[src/rtl/uart_tx_pkg.sv]
package uart_tx_pkg;

  localparam int unsigned SHORT_W = 7;
  localparam int unsigned MID_W   = 8;
  localparam int unsigned LONG_W  = 9;
  localparam int unsigned WORD_W  = LONG_W;

  typedef enum logic [1:0] {
    FMT_SHORT = 2'b00,
    FMT_MID   = 2'b01,
    FMT_LONG  = 2'b10,
    FMT_LONGX = 2'b11
  } fmt_e;

  // number of data bits sent for a format
  function automatic int unsigned data_bits(fmt_e f);
    case (f)
      FMT_SHORT: return SHORT_W;
      FMT_MID:   return MID_W;
      default:   return LONG_W;
    endcase
  endfunction

  // parity may only be inserted below the widest format
  function automatic logic parity_allowed(fmt_e f);
    return (f == FMT_SHORT) || (f == FMT_MID);
  endfunction

  // parity over the lowest n bits, inverted for odd sense
  function automatic logic parity_calc(logic [WORD_W-1:0] d, int unsigned n, logic odd);
    logic p;
    p = odd;
    for (int unsigned i = 0; i < WORD_W; i++) begin
      if (i < n) p = p ^ d[i];
    end
    return p;
  endfunction

endpackage

[src/rtl/uart_tx_framer.sv]
module uart_tx_framer
  import uart_tx_pkg::*;
#(
  parameter int unsigned WORD_W  = uart_tx_pkg::WORD_W,
  parameter int unsigned FRAME_W = WORD_W + 2,
  parameter int unsigned CNT_W   = $clog2(WORD_W + 3)
) (
  input  logic [WORD_W-1:0]  word,
  input  fmt_e               fmt,
  input  logic               par_en,
  input  logic               par_odd,
  output logic [FRAME_W-1:0] frame,
  output logic [CNT_W-1:0]   ticks_to_stop
);

  int unsigned n_bits;
  logic        with_par;

  always_comb begin
    n_bits   = data_bits(fmt);
    with_par = par_en && parity_allowed(fmt);
    frame    = '1;
    frame[0] = 1'b0;  // start bit
    for (int unsigned i = 0; i < WORD_W; i++) begin
      if (i < n_bits) frame[i+1] = word[i];
    end
    if (with_par) frame[n_bits+1] = parity_calc(word, n_bits, par_odd);
    ticks_to_stop = CNT_W'(n_bits + (with_par ? 32'd1 : 32'd0) + 32'd1);
  end

  // payload plus start is always between 8 and 10 ticks before stop
  always_comb begin
    assert_len_range_R5 : assert (ticks_to_stop >= CNT_W'(SHORT_W + 1) &&
                                  ticks_to_stop <= CNT_W'(LONG_W + 1));
  end

endmodule

[src/rtl/uart_tx_shifter.sv]
module uart_tx_shifter #(
  parameter int unsigned FRAME_W = 11,
  parameter int unsigned CNT_W   = 4
) (
  input  logic               clk,
  input  logic               rst_n,
  input  logic               load,
  input  logic [FRAME_W-1:0] load_frame,
  input  logic [CNT_W-1:0]   load_cnt,
  input  logic               tick,
  output logic               txd,
  output logic               busy,
  output logic               enter_stop,
  output logic               frame_done
);

  logic [FRAME_W-1:0] sr;
  logic [CNT_W-1:0]   cnt;

  assign enter_stop = busy && tick && (cnt == CNT_W'(1));
  assign frame_done = busy && tick && (cnt == '0);
  assign txd        = sr[0];

  always_ff @(posedge clk) begin
    if (!rst_n) begin
      sr   <= '1;
      cnt  <= '0;
      busy <= 1'b0;
    end else if (load && !busy) begin
      sr   <= load_frame;
      cnt  <= load_cnt;
      busy <= 1'b1;
    end else if (busy && tick) begin
      sr <= {1'b1, sr[FRAME_W-1:1]};
      if (cnt != '0) cnt <= cnt - CNT_W'(1);
      else busy <= 1'b0;
    end
  end

  assert_hold_between_ticks_R3 : assert property (@(posedge clk) disable iff (!rst_n)
    (busy && !tick) |=> ($stable(txd) && busy));

  assert_stop_high_R10 : assert property (@(posedge clk) disable iff (!rst_n)
    enter_stop |=> (txd && busy));

  assert_done_idle_R10 : assert property (@(posedge clk) disable iff (!rst_n)
    frame_done |=> (!busy && txd));

endmodule

[src/rtl/uart_tx_par.sv]
module uart_tx_par
  import uart_tx_pkg::*;
#(
  parameter int unsigned WORD_W = uart_tx_pkg::WORD_W
) (
  input  logic              clk,
  input  logic              rst_n,
  input  logic              wr_en,
  input  logic [WORD_W-1:0] wr_data,
  input  logic [1:0]        fmt,
  input  logic              par_en,
  input  logic              par_odd,
  input  logic              tick,
  output logic              txd,
  output logic              busy,
  output logic              tx_irq
);

  localparam int unsigned FRAME_W = WORD_W + 2;
  localparam int unsigned CNT_W   = $clog2(WORD_W + 3);

  logic [FRAME_W-1:0] next_frame;
  logic [CNT_W-1:0]   next_cnt;
  logic               load_accept;
  logic               enter_stop;
  logic               frame_done;

  assign load_accept = wr_en && !busy;

  uart_tx_framer #(
    .WORD_W (WORD_W),
    .FRAME_W(FRAME_W),
    .CNT_W  (CNT_W)
  ) framer_i (
    .word         (wr_data),
    .fmt          (fmt_e'(fmt)),
    .par_en       (par_en),
    .par_odd      (par_odd),
    .frame        (next_frame),
    .ticks_to_stop(next_cnt)
  );

  uart_tx_shifter #(
    .FRAME_W(FRAME_W),
    .CNT_W  (CNT_W)
  ) shifter_i (
    .clk       (clk),
    .rst_n     (rst_n),
    .load      (load_accept),
    .load_frame(next_frame),
    .load_cnt  (next_cnt),
    .tick      (tick),
    .txd       (txd),
    .busy      (busy),
    .enter_stop(enter_stop),
    .frame_done(frame_done)
  );

  always_ff @(posedge clk) begin
    if (!rst_n) tx_irq <= 1'b0;
    else        tx_irq <= enter_stop;
  end

  assert_reset_idle_R1 : assert property (@(posedge clk)
    !rst_n |=> (txd && !busy && !tx_irq));

  assert_idle_high_R2 : assert property (@(posedge clk) disable iff (!rst_n)
    !busy |-> txd);

  assert_load_start_R2 : assert property (@(posedge clk) disable iff (!rst_n)
    load_accept |=> (busy && !txd));

  assert_irq_single_R9 : assert property (@(posedge clk) disable iff (!rst_n)
    tx_irq |=> !tx_irq);

  assert_irq_at_stop_R9 : assert property (@(posedge clk) disable iff (!rst_n)
    tx_irq |-> (txd && busy));

  assert_busy_write_ignored_R11 : assert property (@(posedge clk) disable iff (!rst_n)
    (busy && wr_en && !tick) |=> $stable(txd));

endmodule

[config.mk]
export PLATFORM = sky130hd
export DESIGN_NAME = uart_tx_par
export DESIGN_NICKNAME = d
export VERILOG_FILES = /design/src/rtl/uart_tx_pkg.sv /design/src/rtl/uart_tx_framer.sv /design/src/rtl/uart_tx_shifter.sv /design/src/rtl/uart_tx_par.sv
export SDC_FILE = /design/constraint.sdc
export NUM_CORES = 1
export LEC_CHECK = 0
export ABC_AREA = 1
export CELL_PAD_IN_SITES_DETAIL_PLACEMENT = 0
export CELL_PAD_IN_SITES_GLOBAL_PLACEMENT = 1
export CORE_MARGIN = 2
export CORE_UTILIZATION = 35
export CTS_CLUSTER_SIZE = 8
export DETAILED_ROUTE_END_ITERATION = 10
export DONT_BUFFER_PORTS = 1
export PLACE_DENSITY = 0.63
export SLEW_MARGIN = 40
export SYNTH_ARGS = -nofsm -noshare
export SYNTH_HDL_FRONTEND = slang
export SYNTH_SLANG_ARGS = --single-unit
[constraint.sdc]
create_clock -name clk -period 2.89 [get_ports clk]
set_clock_uncertainty 0.2 [all_clocks]
set_input_delay 0.578 -clock clk [delete_from_list [all_inputs] [get_ports clk]]
set_output_delay 0.578 -clock clk [all_outputs]
set_load 0.02 [all_outputs]
==> impl_metrics.csv <==
group,metric,value,unit
cts,cts_tree,"yes",
grt,grt_pass1_wl,3940,um
worst_setup_path,crit_fanout,3,
worst_setup_path,slowest_stage,"ha_1",
synthesis,synth-edff-count,0,
synthesis,syn_area_per_cell,7.06,um^2
synthesis,synth_ff_type,"dfxtp_1",
finish,num_antenna_cells,0,
sta,drv_slew,0,
drt,detail-route-antenna-nets,0,
drt,drt_iter0_drc,22,
sta,max_freq,0.474,GHz
worst_setup_path,worstReg2RegStart,"shifter_i.busy$_SDFFE_PN0P_",
finish,final-instance-count-excl-fill,214,
synthesis,syn-num-nets,190,
grt,grt_usage,0.139,
cts,cts_root_buffer,"clkbuf_4",
drt,dr.pass1.iters,4,
synthesis,yosys_warnings,0,
worst_setup_path,rr_worst_depth,6,
power,switching_power,0.182,mW
finish,final_cell_mix,"41 x nand2_1, 25 x inv_1, 18 x nor2_1, 17 x dfxtp_1",
worst_setup_path,critPathLaunchType,"input pin",
sta,tightest_slew,0.413,ns
drt,vias_per_cell,4.73,
status,status,"finished, final reports clean",
power,ir_drop,0.304,mV
drt,drc,0,
floorplanning,dieArea,0.00383,mm^2
sta,hold_viol_final,0,
place,placed_cell_area,0.00121,mm^2
sta,setup_viol,0,
worst_setup_path,critPathLaunch,"fmt[0]",
drt,wirelength,2360,um
drt,dr_total_vias,1012,
sta,fin_tns_setup,0,ns
power,cellPowerDensity,442,mW/mm^2
cts,numCtsBuffers,3,
power,p_comb_frac,0.273,
worst_setup_path,reg2reg_to,"shifter_i.sr[3]$_SDFFE_PN1P_",
worst_setup_path,crit_chain,"inv_1, nor2_1, inv_1, ha_1, nor2_1, inv_1, ha_1, ha_1, nor2_1, nor3_1, a211oi_1",
grt,grt_pass1_vias,911,
worst_setup_path,crit_end,"shifter_i.cnt[1]$_SDFFE_PN0P_",
sta,min_period_over_period,0.730,
finish,area_delta_synth_final,5.76,%
finish,drive_gt1_frac,0.143,
worst_setup_path,critPathArrivalTime,2.12,ns
cts,cts.path.max_buffers,2,
grt,antenna_found_initial,0,
synthesis,synth_cell_types,33,
finish,seq_area,340,um^2
finish,fin_area,0.00124,mm^2
place,hpwlAfterDp,1920,um
finish,filler_cell_count,351,
power,switching_share,0.332,
synthesis,synthArstFlopShare,0,
hold_path,hold_class,"input pin to register",
cts,cts_max_level,1,
finish,multi_input_area,672,um^2
worst_setup_path,critPathKind,"input pin to register",
floorplanning,initial_core_util,0.357,
floorplanning,rows,21,
cts,post-cts-setup-buffer-count,0,
floorplanning,ios,20,
sta,rsz0062_at_grt,"no",
power,intPower,0.366,mW
synthesis,ys_ff_latch,17,
power,clkPwrFrac,0.232,
sta,period_needed,2.11,ns
finish,final_common_cell,"nand2_1",
worst_setup_path,critPathBufInv,3,
worst_setup_path,reg2reg_slack,1.20,ns
synthesis,synth_cells,166,
worst_setup_path,cp.required,2.90,ns
worst_setup_path,path_depth,11,
power,power_frac_seq,0.495,
floorplanning,coreArea,0.00328,mm^2
cts,cts.clk_slew.worst_paths,0.10,ns
cts,clock-sinks,17,
grt,grt_overflow_total,0,
worst_setup_path,cp-end-kind,"register",
place,portBuffers,0,
finish,final_nets,193,
place,dp_cells,210,
drt,wl_per_cell,11.0,um
sta,slew_headroom,0.725,
floorplanning,die_h,61.9,um
worst_setup_path,crit_family,"adder cells",
place,gp_congestion,0.778,
worst_setup_path,slowest_delay,0.28,ns
synthesis,ys_seq_area_frac,0.290,
grt,grt_max_degree,17,
flow_run,maxCapViolations,0,
cts,clock_latency,0.29,ns
synthesis,netlist_area,0.00117,mm^2
power,p_leak,0.624,nW
cts,ctsResizeCount,0,
floorplanning,dieWidth,61.9,um
cts,postCtsHoldBufs,0,
==> kinds of logic after synthesis <==
| family | Yosys count | share of synthesized area |
|---|---|---|
| AND/OR/NAND/NOR | 79 | 0.330 |
| buffers and inverters | 35 | 0.137 |
| AO/OA/AOI/OAI | 27 | 0.161 |
| XOR/XNOR | 1 | 0.00747 |
| flip-flops | 17 | 0.290 |
| adder cells (fa/ha/maj) | 7 | 0.0747 |
==> cell type report <==
| class | instances | share of cell area |
|---|---|---|
| Multi-Input combinational cell | 114 | 0.542 |
| Tap cell | 46 | 0.0464 |
| Inverter | 33 | 0.116 |
| Clock buffer | 4 | 0.0212 |
| Sequential cell | 17 | 0.274 |
==> cell usage after synthesis, drive strengths merged (2+ instances only) <==
cell | instances | area, um^2
nand2 | 45 | 189
o21ai | 7 | 35.0
inv | 32 | 128
a211oi | 4 | 40.0
nor3 | 2 | 10.0
o32a | 2 | 20.0
nand3b | 2 | 15.0
nor2 | 24 | 134
or2 | 2 | 12.5
ha | 7 | 87.6
o211ai | 4 | 30.0
a21oi | 6 | 30.0
dfxtp | 17 | 340
nand3 | 3 | 20.0
buf | 2 | 16.3
==> worst min path at each step <==
stage	cells past startpoint	end	startpoint	slack [ns]
after floorplan	1	shifter_i.sr[10]$_SDFFE_PN1P_	shifter_i.sr[10]$_SDFFE_PN1P_	0.21
after global placement	1	shifter_i.sr[10]$_SDFFE_PN1P_	shifter_i.sr[10]$_SDFFE_PN1P_	0.22
after detailed placement	1	shifter_i.sr[10]$_SDFFE_PN1P_	shifter_i.sr[10]$_SDFFE_PN1P_	0.23
after CTS	1	shifter_i.sr[7]$_SDFFE_PN1P_	rst_n	0.15
after global routing	1	shifter_i.sr[7]$_SDFFE_PN1P_	rst_n	0.14
final	1	shifter_i.sr[7]$_SDFFE_PN1P_	rst_n	0.16
==> state kept, by name (all words and copies together) (netlist names) <==
register	flops
shifter_i.busy	1
shifter_i.cnt	4
shifter_i.sr	11
tx_irq	1
==> routing by layer <==
metal	part of all wire	track usage	wire length [um]	up-vias
met5	0	0	0	-
met4	0.0042	0.0182	10	0
met3	0.033	0.0476	78	2
met2	0.51	0.250	1200	11
met1	0.46	0.163	1080	467
li1	-	-	-	532
==> power by group through the flow <==
| stage | Sequential, mW | Clock (mW) | Combinational (mW) |
|---|---|---|---|
| 6_report | 0.271 | 0.127 | 0.149 |
| 5_1_grt | 0.273 | 0.146 | 0.171 |
| 4_1_cts | 0.271 | 0.135 | 0.152 |
| 3_5_place_dp | 0.277 | 0 | 0.151 |
| 3_3_place_gp | 0.276 | 0 | 0.150 |
| 2_1_floorplan | 0.274 | 0 | 0.131 |
==> stage by stage <==
| stage | utilization | worst slack (ns) | hold slack, ns | power, mW |
|---|---|---|---|---|
| global placement | 0.370 | 0.498 | 0.222 | 0.426 |
| finish | 0.378 | 0.780 | 0.164 | 0.548 |
| global route | 0.378 | 0.610 | 0.141 | 0.590 |
| detailed placement | 0.370 | 0.467 | 0.230 | 0.428 |
| CTS | 0.378 | 0.775 | 0.150 | 0.558 |
| floorplan | - | 0.650 | 0.210 | 0.405 |
Power figures use the tool's default switching activity.
